===== src/rtl/pio_pkg.sv =====
package pio_pkg;
    typedef enum logic [1:0] {
        K_NONE,
        K_IN,
        K_OUT
    } pio_kind_e;

    typedef enum logic {
        ST_IDLE,
        ST_WAIT_IN
    } pio_state_e;

    typedef struct packed {
        pio_kind_e  kind;
        logic [2:0] field;
    } pio_dec_t;

    localparam int FLW   = 8;
    localparam int F_CY  = 0;
    localparam int F_SUB = 1;
    localparam int F_PAR = 2;
    localparam int F_X3  = 3;
    localparam int F_HC  = 4;
    localparam int F_X5  = 5;
    localparam int F_ZER = 6;
    localparam int F_SGN = 7;

    localparam logic [2:0] NOREG_FIELD = 3'd6;
endpackage


===== src/rtl/pio_decode.sv =====
module pio_decode
    import pio_pkg::*;
(
    input  logic [7:0] opcode_i,
    output pio_dec_t   dec_o
);
    logic group_ok;

    always_comb begin
        group_ok    = (opcode_i[7:6] == 2'b01) && (opcode_i[2:1] == 2'b00);
        dec_o.field = opcode_i[5:3];
        if (!group_ok) begin
            dec_o.kind = K_NONE;
        end else if (opcode_i[0]) begin
            dec_o.kind = K_OUT;
        end else begin
            dec_o.kind = K_IN;
        end
    end
endmodule


===== src/rtl/pio_flagcalc.sv =====
module pio_flagcalc
    import pio_pkg::*;
#(
    parameter int DW = 8
) (
    input  logic [FLW-1:0] old_flags_i,
    input  logic [DW-1:0]  data_i,
    output logic [FLW-1:0] new_flags_o
);
    logic is_zero;
    logic even_par;

    always_comb begin
        is_zero  = (data_i == '0);
        even_par = ~(^data_i);
        new_flags_o        = old_flags_i;
        new_flags_o[F_SGN] = data_i[DW-1];
        new_flags_o[F_ZER] = is_zero;
        new_flags_o[F_HC]  = 1'b0;
        new_flags_o[F_PAR] = even_par;
        new_flags_o[F_SUB] = 1'b0;
    end
endmodule


===== src/rtl/pio_outsel.sv =====
module pio_outsel
    import pio_pkg::*;
#(
    parameter int DW   = 8,
    parameter int NREG = 8,
    localparam int SELW = $clog2(NREG)
) (
    input  logic [NREG*DW-1:0] regs_i,
    input  logic [SELW-1:0]    sel_i,
    output logic [DW-1:0]      data_o
);
    logic [DW-1:0] slot [NREG];

    for (genvar k = 0; k < NREG; k++) begin : g_slot
        assign slot[k] = regs_i[k*DW +: DW];
    end

    always_comb begin
        if (sel_i == NOREG_FIELD[SELW-1:0]) begin
            data_o = '0;
        end else begin
            data_o = slot[sel_i];
        end
    end
endmodule


===== src/rtl/pio_flag_unit.sv =====
module pio_flag_unit
    import pio_pkg::*;
#(
    parameter int DW   = 8,
    parameter int NREG = 8,
    localparam int SELW = $clog2(NREG)
) (
    input  logic               clk,
    input  logic               rst_n,
    input  logic               issue_i,
    input  logic [7:0]         opcode_i,
    input  logic [FLW-1:0]     flags_i,
    input  logic [NREG*DW-1:0] regs_i,
    input  logic               port_rd_valid_i,
    input  logic [DW-1:0]      port_rd_data_i,
    output logic               busy_o,
    output logic               flags_we_o,
    output logic [FLW-1:0]     flags_o,
    output logic               reg_we_o,
    output logic [SELW-1:0]    reg_sel_o,
    output logic [DW-1:0]      reg_wdata_o,
    output logic               port_wr_o,
    output logic [DW-1:0]      port_wdata_o
);
    pio_state_e     state, state_nx;
    pio_dec_t       dec;
    logic [SELW-1:0] hold_field;
    logic [FLW-1:0] hold_flags;
    logic [FLW-1:0] calc_flags;
    logic [DW-1:0]  out_byte;
    logic           take_in, take_out, finish_in;

    pio_decode u_dec (
        .opcode_i (opcode_i),
        .dec_o    (dec)
    );

    pio_flagcalc #(.DW(DW)) u_flg (
        .old_flags_i (hold_flags),
        .data_i      (port_rd_data_i),
        .new_flags_o (calc_flags)
    );

    pio_outsel #(.DW(DW), .NREG(NREG)) u_sel (
        .regs_i (regs_i),
        .sel_i  (dec.field[SELW-1:0]),
        .data_o (out_byte)
    );

    always_comb begin
        take_in   = (state == ST_IDLE) && issue_i && (dec.kind == K_IN);
        take_out  = (state == ST_IDLE) && issue_i && (dec.kind == K_OUT);
        finish_in = (state == ST_WAIT_IN) && port_rd_valid_i;
    end

    always_comb begin
        state_nx = state;
        unique case (state)
            ST_IDLE:    if (take_in)   state_nx = ST_WAIT_IN;
            ST_WAIT_IN: if (finish_in) state_nx = ST_IDLE;
            default:                   state_nx = ST_IDLE;
        endcase
    end

    always_ff @(posedge clk) begin
        if (!rst_n) state <= ST_IDLE;
        else        state <= state_nx;
    end

    always_ff @(posedge clk) begin
        if (!rst_n) begin
            hold_field   <= '0;
            hold_flags   <= '0;
            flags_we_o   <= 1'b0;
            flags_o      <= '0;
            reg_we_o     <= 1'b0;
            reg_sel_o    <= '0;
            reg_wdata_o  <= '0;
            port_wr_o    <= 1'b0;
            port_wdata_o <= '0;
        end else begin
            flags_we_o <= 1'b0;
            reg_we_o   <= 1'b0;
            port_wr_o  <= 1'b0;
            if (take_in) begin
                hold_field <= dec.field[SELW-1:0];
                hold_flags <= flags_i;
            end
            if (take_out) begin
                port_wr_o    <= 1'b1;
                port_wdata_o <= out_byte;
            end
            if (finish_in) begin
                flags_we_o  <= 1'b1;
                flags_o     <= calc_flags;
                reg_sel_o   <= hold_field;
                reg_wdata_o <= port_rd_data_i;
                reg_we_o    <= (hold_field != NOREG_FIELD[SELW-1:0]);
            end
        end
    end

    assign busy_o = (state == ST_WAIT_IN);

    assert_busy_holds_R2: assert property (@(posedge clk) disable iff (!rst_n)
        (busy_o && !port_rd_valid_i) |=> busy_o);

    assert_flags_after_data_R3: assert property (@(posedge clk) disable iff (!rst_n)
        flags_we_o |-> $past(busy_o && port_rd_valid_i));

    assert_sign_zero_R3: assert property (@(posedge clk) disable iff (!rst_n)
        flags_we_o |-> (flags_o[F_SGN] == reg_wdata_o[DW-1]) &&
                       (flags_o[F_ZER] == (reg_wdata_o == '0)));

    assert_hc_sub_clear_R4: assert property (@(posedge clk) disable iff (!rst_n)
        flags_we_o |-> !flags_o[F_HC] && !flags_o[F_SUB]);

    assert_parity_R5: assert property (@(posedge clk) disable iff (!rst_n)
        flags_we_o |-> (flags_o[F_PAR] == ~(^reg_wdata_o)));

    assert_reg_with_flags_R7: assert property (@(posedge clk) disable iff (!rst_n)
        reg_we_o |-> flags_we_o && (reg_sel_o != NOREG_FIELD[SELW-1:0]));

    assert_out_after_issue_R8: assert property (@(posedge clk) disable iff (!rst_n)
        port_wr_o |-> $past(issue_i && !busy_o));

    assert_out_no_flags_R10: assert property (@(posedge clk) disable iff (!rst_n)
        $onehot0({port_wr_o, flags_we_o}));
endmodule


===== config.mk =====
export PLATFORM = sky130hd
export DESIGN_NAME = pio_flag_unit
export DESIGN_NICKNAME = d
export VERILOG_FILES = /design/src/rtl/pio_pkg.sv /design/src/rtl/pio_decode.sv /design/src/rtl/pio_flagcalc.sv /design/src/rtl/pio_outsel.sv /design/src/rtl/pio_flag_unit.sv
export SDC_FILE = /design/constraint.sdc
export NUM_CORES = 1
export LEC_CHECK = 0
export BUFFER_PORTS_ARGS = -buffer_cell sky130_fd_sc_hd__buf_2
export CAP_MARGIN = 20
export CORE_ASPECT_RATIO = 0.7
export CORE_MARGIN = 2
export CORE_UTILIZATION = 30
export CTS_CLUSTER_SIZE = 20
export DETAILED_ROUTE_END_ITERATION = 8
export PLACE_DENSITY = 0.59
export SYNTH_ARGS = -nofsm -noshare
export SYNTH_HDL_FRONTEND = slang
export SYNTH_SLANG_ARGS = --single-unit

===== constraint.sdc =====
create_clock -name clk -period 2.7 [get_ports clk]
set_clock_uncertainty 0.05 [all_clocks]
set_input_delay 0.54 -clock clk [delete_from_list [all_inputs] [get_ports clk]]
set_output_delay 0.54 -clock clk [all_outputs]
set_load 0.05 [all_outputs]

==> tab_implementation.tex <==
\begin{tabular}{lr}
\hline
Metric & Value \\
\hline
\multicolumn{2}{l}{\textbf{Critical path}} \\
Worst reg-to-reg path cell count & 4 \\
Crit Path Max Fanout & 8 \\
Count of cell instances traversed by the critical path & 5 \\
Critical Path AT & 2.12 ns \\
Reg-to-reg setup timing slack & 0.79 ns \\
FF-to-FF End & port\_wdata\_o[7]\$\_SDFFE\_PN0P\_ \\
Number of buffer and inverter instances along the worst setup path & 1 \\
Reg2Reg Launch Point & busy\_o\$\_SDFF\_PN0\_ \\
Worst path top cell family by delay & simple AND/OR/NAND/NOR gates \\
Crit path launch type & primary input \\
End point of the critical path & port\_wdata\_o[7]\$\_SDFFE\_PN0P\_ \\
Critical path's largest stage delay & 0.54 ns \\
Crit. End Element & flip-flop \\
CP Class & primary input to flip-flop \\
Endpoint required time on the critical path & 2.87 ns \\
Launching element of the worst setup path & opcode\_i[7] \\
Cell with the largest stage delay on the worst path & sky130\_fd\_sc\_hd\_\_or4b\_4 \\
Critical Path, Cell by Cell & buf\_2, nand4bb\_4, or4b\_4, nor2\_1, a22o\_1 \\
\multicolumn{2}{l}{\textbf{Detailed routing}} \\
Detail-routed net length per standard cell & 12.8 um \\
DR iter-0 viols & 39 \\
DRC violations left & 0 \\
Number of iterations in the first detailed-routing pass & 4 \\
Count of nets left with antenna violations after detail routing & 0 \\
Routed vias & 1,654 \\
Routed wire length & 4600 um \\
DR vias/cell & 4.59 \\
\multicolumn{2}{l}{\textbf{Power and ir drop}} \\
Worst ir drop on vdd & 0.000152 V \\
Clock network fraction of total power & 0.356 \\
Fraction of power spent switching nets & 0.240 \\
Reg power frac & 0.468 \\
Part of the power in combinational logic & 0.176 \\
Total power divided by cell area & 434 nW/um\^{}2 \\
Leakage power figure & 1.16 nW \\
Internal power & 0.000821 W \\
Net switching power figure & 0.000259 W \\
\multicolumn{2}{l}{\textbf{Finish}} \\
Fraction of final layout cells sized beyond drive strength 1 & 0.530 \\
Layout fillers & 597 \\
Net total in the final layout & 380 \\
FF/Latch Area & 681 um\^{}2 \\
Area of the multi-input gates & 1000 um\^{}2 \\
Area overhead of the layout relative to synthesis & 39.1\% \\
Antenna diode count & 0 \\
\multicolumn{2}{l}{\textbf{Clock network}} \\
Max Buffers Root-to-Sink & 2 \\
Clock transition at the registers of the reported paths & 0.07 ns \\
CTS H-tree lvls & 2 \\
Buffers inserted by post-CTS timing repair & 0 \\
Clock buffer count from CTS & 5 \\
Clock sink total & 34 \\
TritonCTS clock tree & yes \\
Clock Root Buffer & sky130\_fd\_sc\_hd\_\_clkbuf\_8 \\
Insertion delay to the later sink of the worst-skew pair & 0.28 ns \\
Post-cts resize count & 0 \\
Cts hold-fix bufs & 0 \\
\multicolumn{2}{l}{\textbf{Global routing}} \\
Maximum number of pins on one net before global-route repair & 26 \\
Initial antenna violation count & 0 \\
Global-route wire length before repair & 7000 um \\
Vias in the first global route & 1,559 \\
Congestion Overflow GR & 0 \\
GR Util All Layers & 0.140 \\
\multicolumn{2}{l}{\textbf{Synth}} \\
Share of synthesized area occupied by flip-flops and latches & 0.380 \\
Multiplexer area fraction after synthesis & 0.285 \\
Area leader, netlist & sky130\_fd\_sc\_hd\_\_dfxtp\_1 \\
Synthesized-area fraction occupied by and/or/nand/nor cells & 0.135 \\
Synthesis Warnings & 0 \\
Number of synthesized register bits & 34 \\
Xor/xnor cell area share of the yosys netlist & 0.0147 \\
Count of mapped cells out of synthesis & 174 \\
Unique masters post-synth & 24 \\
Average cell area after synthesis & 10.3 um\^{}2 \\
Post-synthesis instance area & 1790 um\^{}2 \\
Share of synthesized cell area in full adder, half adder and majority cells & 0.0280 \\
Area fraction of the dominant cell type after synthesis & 0.380 \\
Synthesized-area fraction occupied by ao, oa, aoi and oai cells & 0.0936 \\
Combinational family with the most area after synthesis & multiplexers \\
Largest cells by area after synthesis & sky130\_fd\_sc\_hd\_\_dfxtp\_1, sky130\_fd\_sc\_hd\_\_mux4\_2, sky130\_fd\_sc\_hd\_\_nand2\_1 \\
\multicolumn{2}{l}{\textbf{STA}} \\
Max Freq & 0.512 GHz \\
Final period demand of the worst path & 1.95 ns \\
Final period utilization & 0.723 \\
Final-report max-slew violation count & 0 \\
Worst-case setup margin in the final layout & 0.747 ns \\
Number of failing hold endpoints at the final stage & 0 \\
Worst slew pin tran & 0.609 ns \\
Setup violators final & 0 \\
RSZ-0062 raised after global routing & no \\
Final setup TNS & 0 ns \\
Hold slack final & 0.399 ns \\
Max\_slew headroom & 0.593 \\
\multicolumn{2}{l}{\textbf{Die}} \\
Placeable core area & 5760 um\^{}2 \\
Row cnt & 23 \\
Width of the chip & 96.3 um \\
I/O Pins & 123 \\
Area of the die & 6610 um\^{}2 \\
Starting Density & 0.311 \\
Height of the chip & 68.6 um \\
\multicolumn{2}{l}{\textbf{Place}} \\
Pre-CTS setup slack & 0.437 ns \\
Detail Placement HPWL & 3650 um \\
Port Buf Inserts & 115 \\
Final weighted congestion in routability-driven placement & 0.679 \\
\multicolumn{2}{l}{\textbf{Job}} \\
Max-capacitance violation count & 0 \\
\multicolumn{2}{l}{\textbf{Outcome}} \\
Run status & completed \\
\multicolumn{2}{l}{\textbf{Hold path}} \\
Worst hold-check path type & flip-flop to flip-flop \\
\hline
\end{tabular}
worst min-delay path, cell delays in order (launching register included):
cell	delay, ns
sky130_fd_sc_hd__dfxtp_1	0.31
sky130_fd_sc_hd__nand2_1	0.05
sky130_fd_sc_hd__a21oi_1	0.05
final cells by class:
class,count,share of cell area
clock buffer,7,0.0347
clock inverter,1,0.00201
inverter,10,0.0151
multi-input combinational,117,0.403
sequential,34,0.273
tap,75,0.0377
timing repair buffer,116,0.234
kinds of logic (layout without fill, tap and decap cells):
family,Yosys count,count (layout)
DFF,34,34
muxes,30,30
buffers and inverters,24,134
adders and majority gates,4,4
and+or+nand+nor,51,51
xor gates and xnor gates,3,3
other,1,2
AOI/OAI and AO/OA,27,27
cells in the mapped netlist:
master and count:
sky130_fd_sc_hd__and2_0 1, sky130_fd_sc_hd__nor2_1 12, sky130_fd_sc_hd__mux4_2 16, sky130_fd_sc_hd__mux2i_1 6, sky130_fd_sc_hd__ha_1 4, sky130_fd_sc_hd__or4b_4 1
sky130_fd_sc_hd__nand2_1 33, sky130_fd_sc_hd__buf_2 4, sky130_fd_sc_hd__conb_1 1, sky130_fd_sc_hd__a22o_1 8, sky130_fd_sc_hd__inv_1 9, sky130_fd_sc_hd__mux2_2 8
sky130_fd_sc_hd__nand4bb_4 1, sky130_fd_sc_hd__inv_2 1, sky130_fd_sc_hd__nand4_1 1, sky130_fd_sc_hd__clkbuf_1 6, sky130_fd_sc_hd__dfxtp_1 34, sky130_fd_sc_hd__o21ai_0 1
sky130_fd_sc_hd__buf_4 4, sky130_fd_sc_hd__nor4_2 1, sky130_fd_sc_hd__a21oi_1 17, sky130_fd_sc_hd__xnor2_1 3, sky130_fd_sc_hd__and2_1 1, sky130_fd_sc_hd__o21a_1 1
state kept, by name, indices dropped and copies added (netlist names):
name,count
reg_sel_o,3
reg_wdata_o,8
flags_we_o,1
hold_field,3
port_wr_o,1
busy_o,1
reg_we_o,1
port_wdata_o,8
hold_flags,3
flags_o,5
how the worst min path moves through the flow:
stage / startpoint / endpoint / slack [ns] / cells past startpoint
floorplan: hold_flags[0]$_SDFFE_PN0P_ / flags_o[0]$_SDFFE_PN0P_ / 0.38 / 2
global placement: flags_o[2]$_SDFFE_PN0P_ / flags_o[2]$_SDFFE_PN0P_ / 0.39 / 2
detailed placement: flags_o[3]$_SDFFE_PN0P_ / flags_o[3]$_SDFFE_PN0P_ / 0.39 / 2
CTS: flags_o[3]$_SDFFE_PN0P_ / flags_o[3]$_SDFFE_PN0P_ / 0.40 / 2
global route: flags_o[3]$_SDFFE_PN0P_ / flags_o[3]$_SDFFE_PN0P_ / 0.42 / 2
finish: hold_flags[5]$_SDFFE_PN0P_ / flags_o[5]$_SDFFE_PN0P_ / 0.40 / 2
cells in the final DEF, fill, tap and decap left out, drive strengths merged, types with 3 or more instances in the layout:
cell type | netlist | layout
a21oi | 17 | 17
a22o | 8 | 8
buf | 8 | 116
clkbuf | 6 | 7
dfxtp | 34 | 34
ha | 4 | 4
inv | 10 | 10
mux2 | 8 | 8
mux2i | 6 | 6
mux4 | 16 | 16
nand2 | 33 | 33
nor2 | 12 | 12
xnor2 | 3 | 3
per-layer routing:
metal | track usage | up-vias | part of all wire
met1 | 0.187 | 770 | 0.47
met5 | 0 | - | 0
met4 | 0.0528 | 0 | 0.011
li1 | - | 831 | -
met2 | 0.220 | 48 | 0.45
met3 | 0.0359 | 5 | 0.065
stage by stage:
step	power [W]	cells	instance area, um^2	util
detailed placement	0.000709	352	2400	0.417
CTS	0.00110	360	2490	0.433
floorplan	0.000635	175	1790	-
global placement	0.000704	352	2400	0.417
global route	0.00113	360	2490	0.433
finish	0.00108	360	2490	0.433
power by group through the flow:
| stage | registers (W) | clock network, W | logic (W) |
|---|---|---|---|
| floorplan | 0.000522 | 0 | 0.000113 |
| global placement | 0.000516 | 0 | 0.000187 |
| detailed placement | 0.000516 | 0 | 0.000193 |
| CTS | 0.000505 | 0.000400 | 0.000193 |
| global route | 0.000505 | 0.000418 | 0.000210 |
| finish | 0.000505 | 0.000385 | 0.000190 |
(Power assumes the default switching activity.)
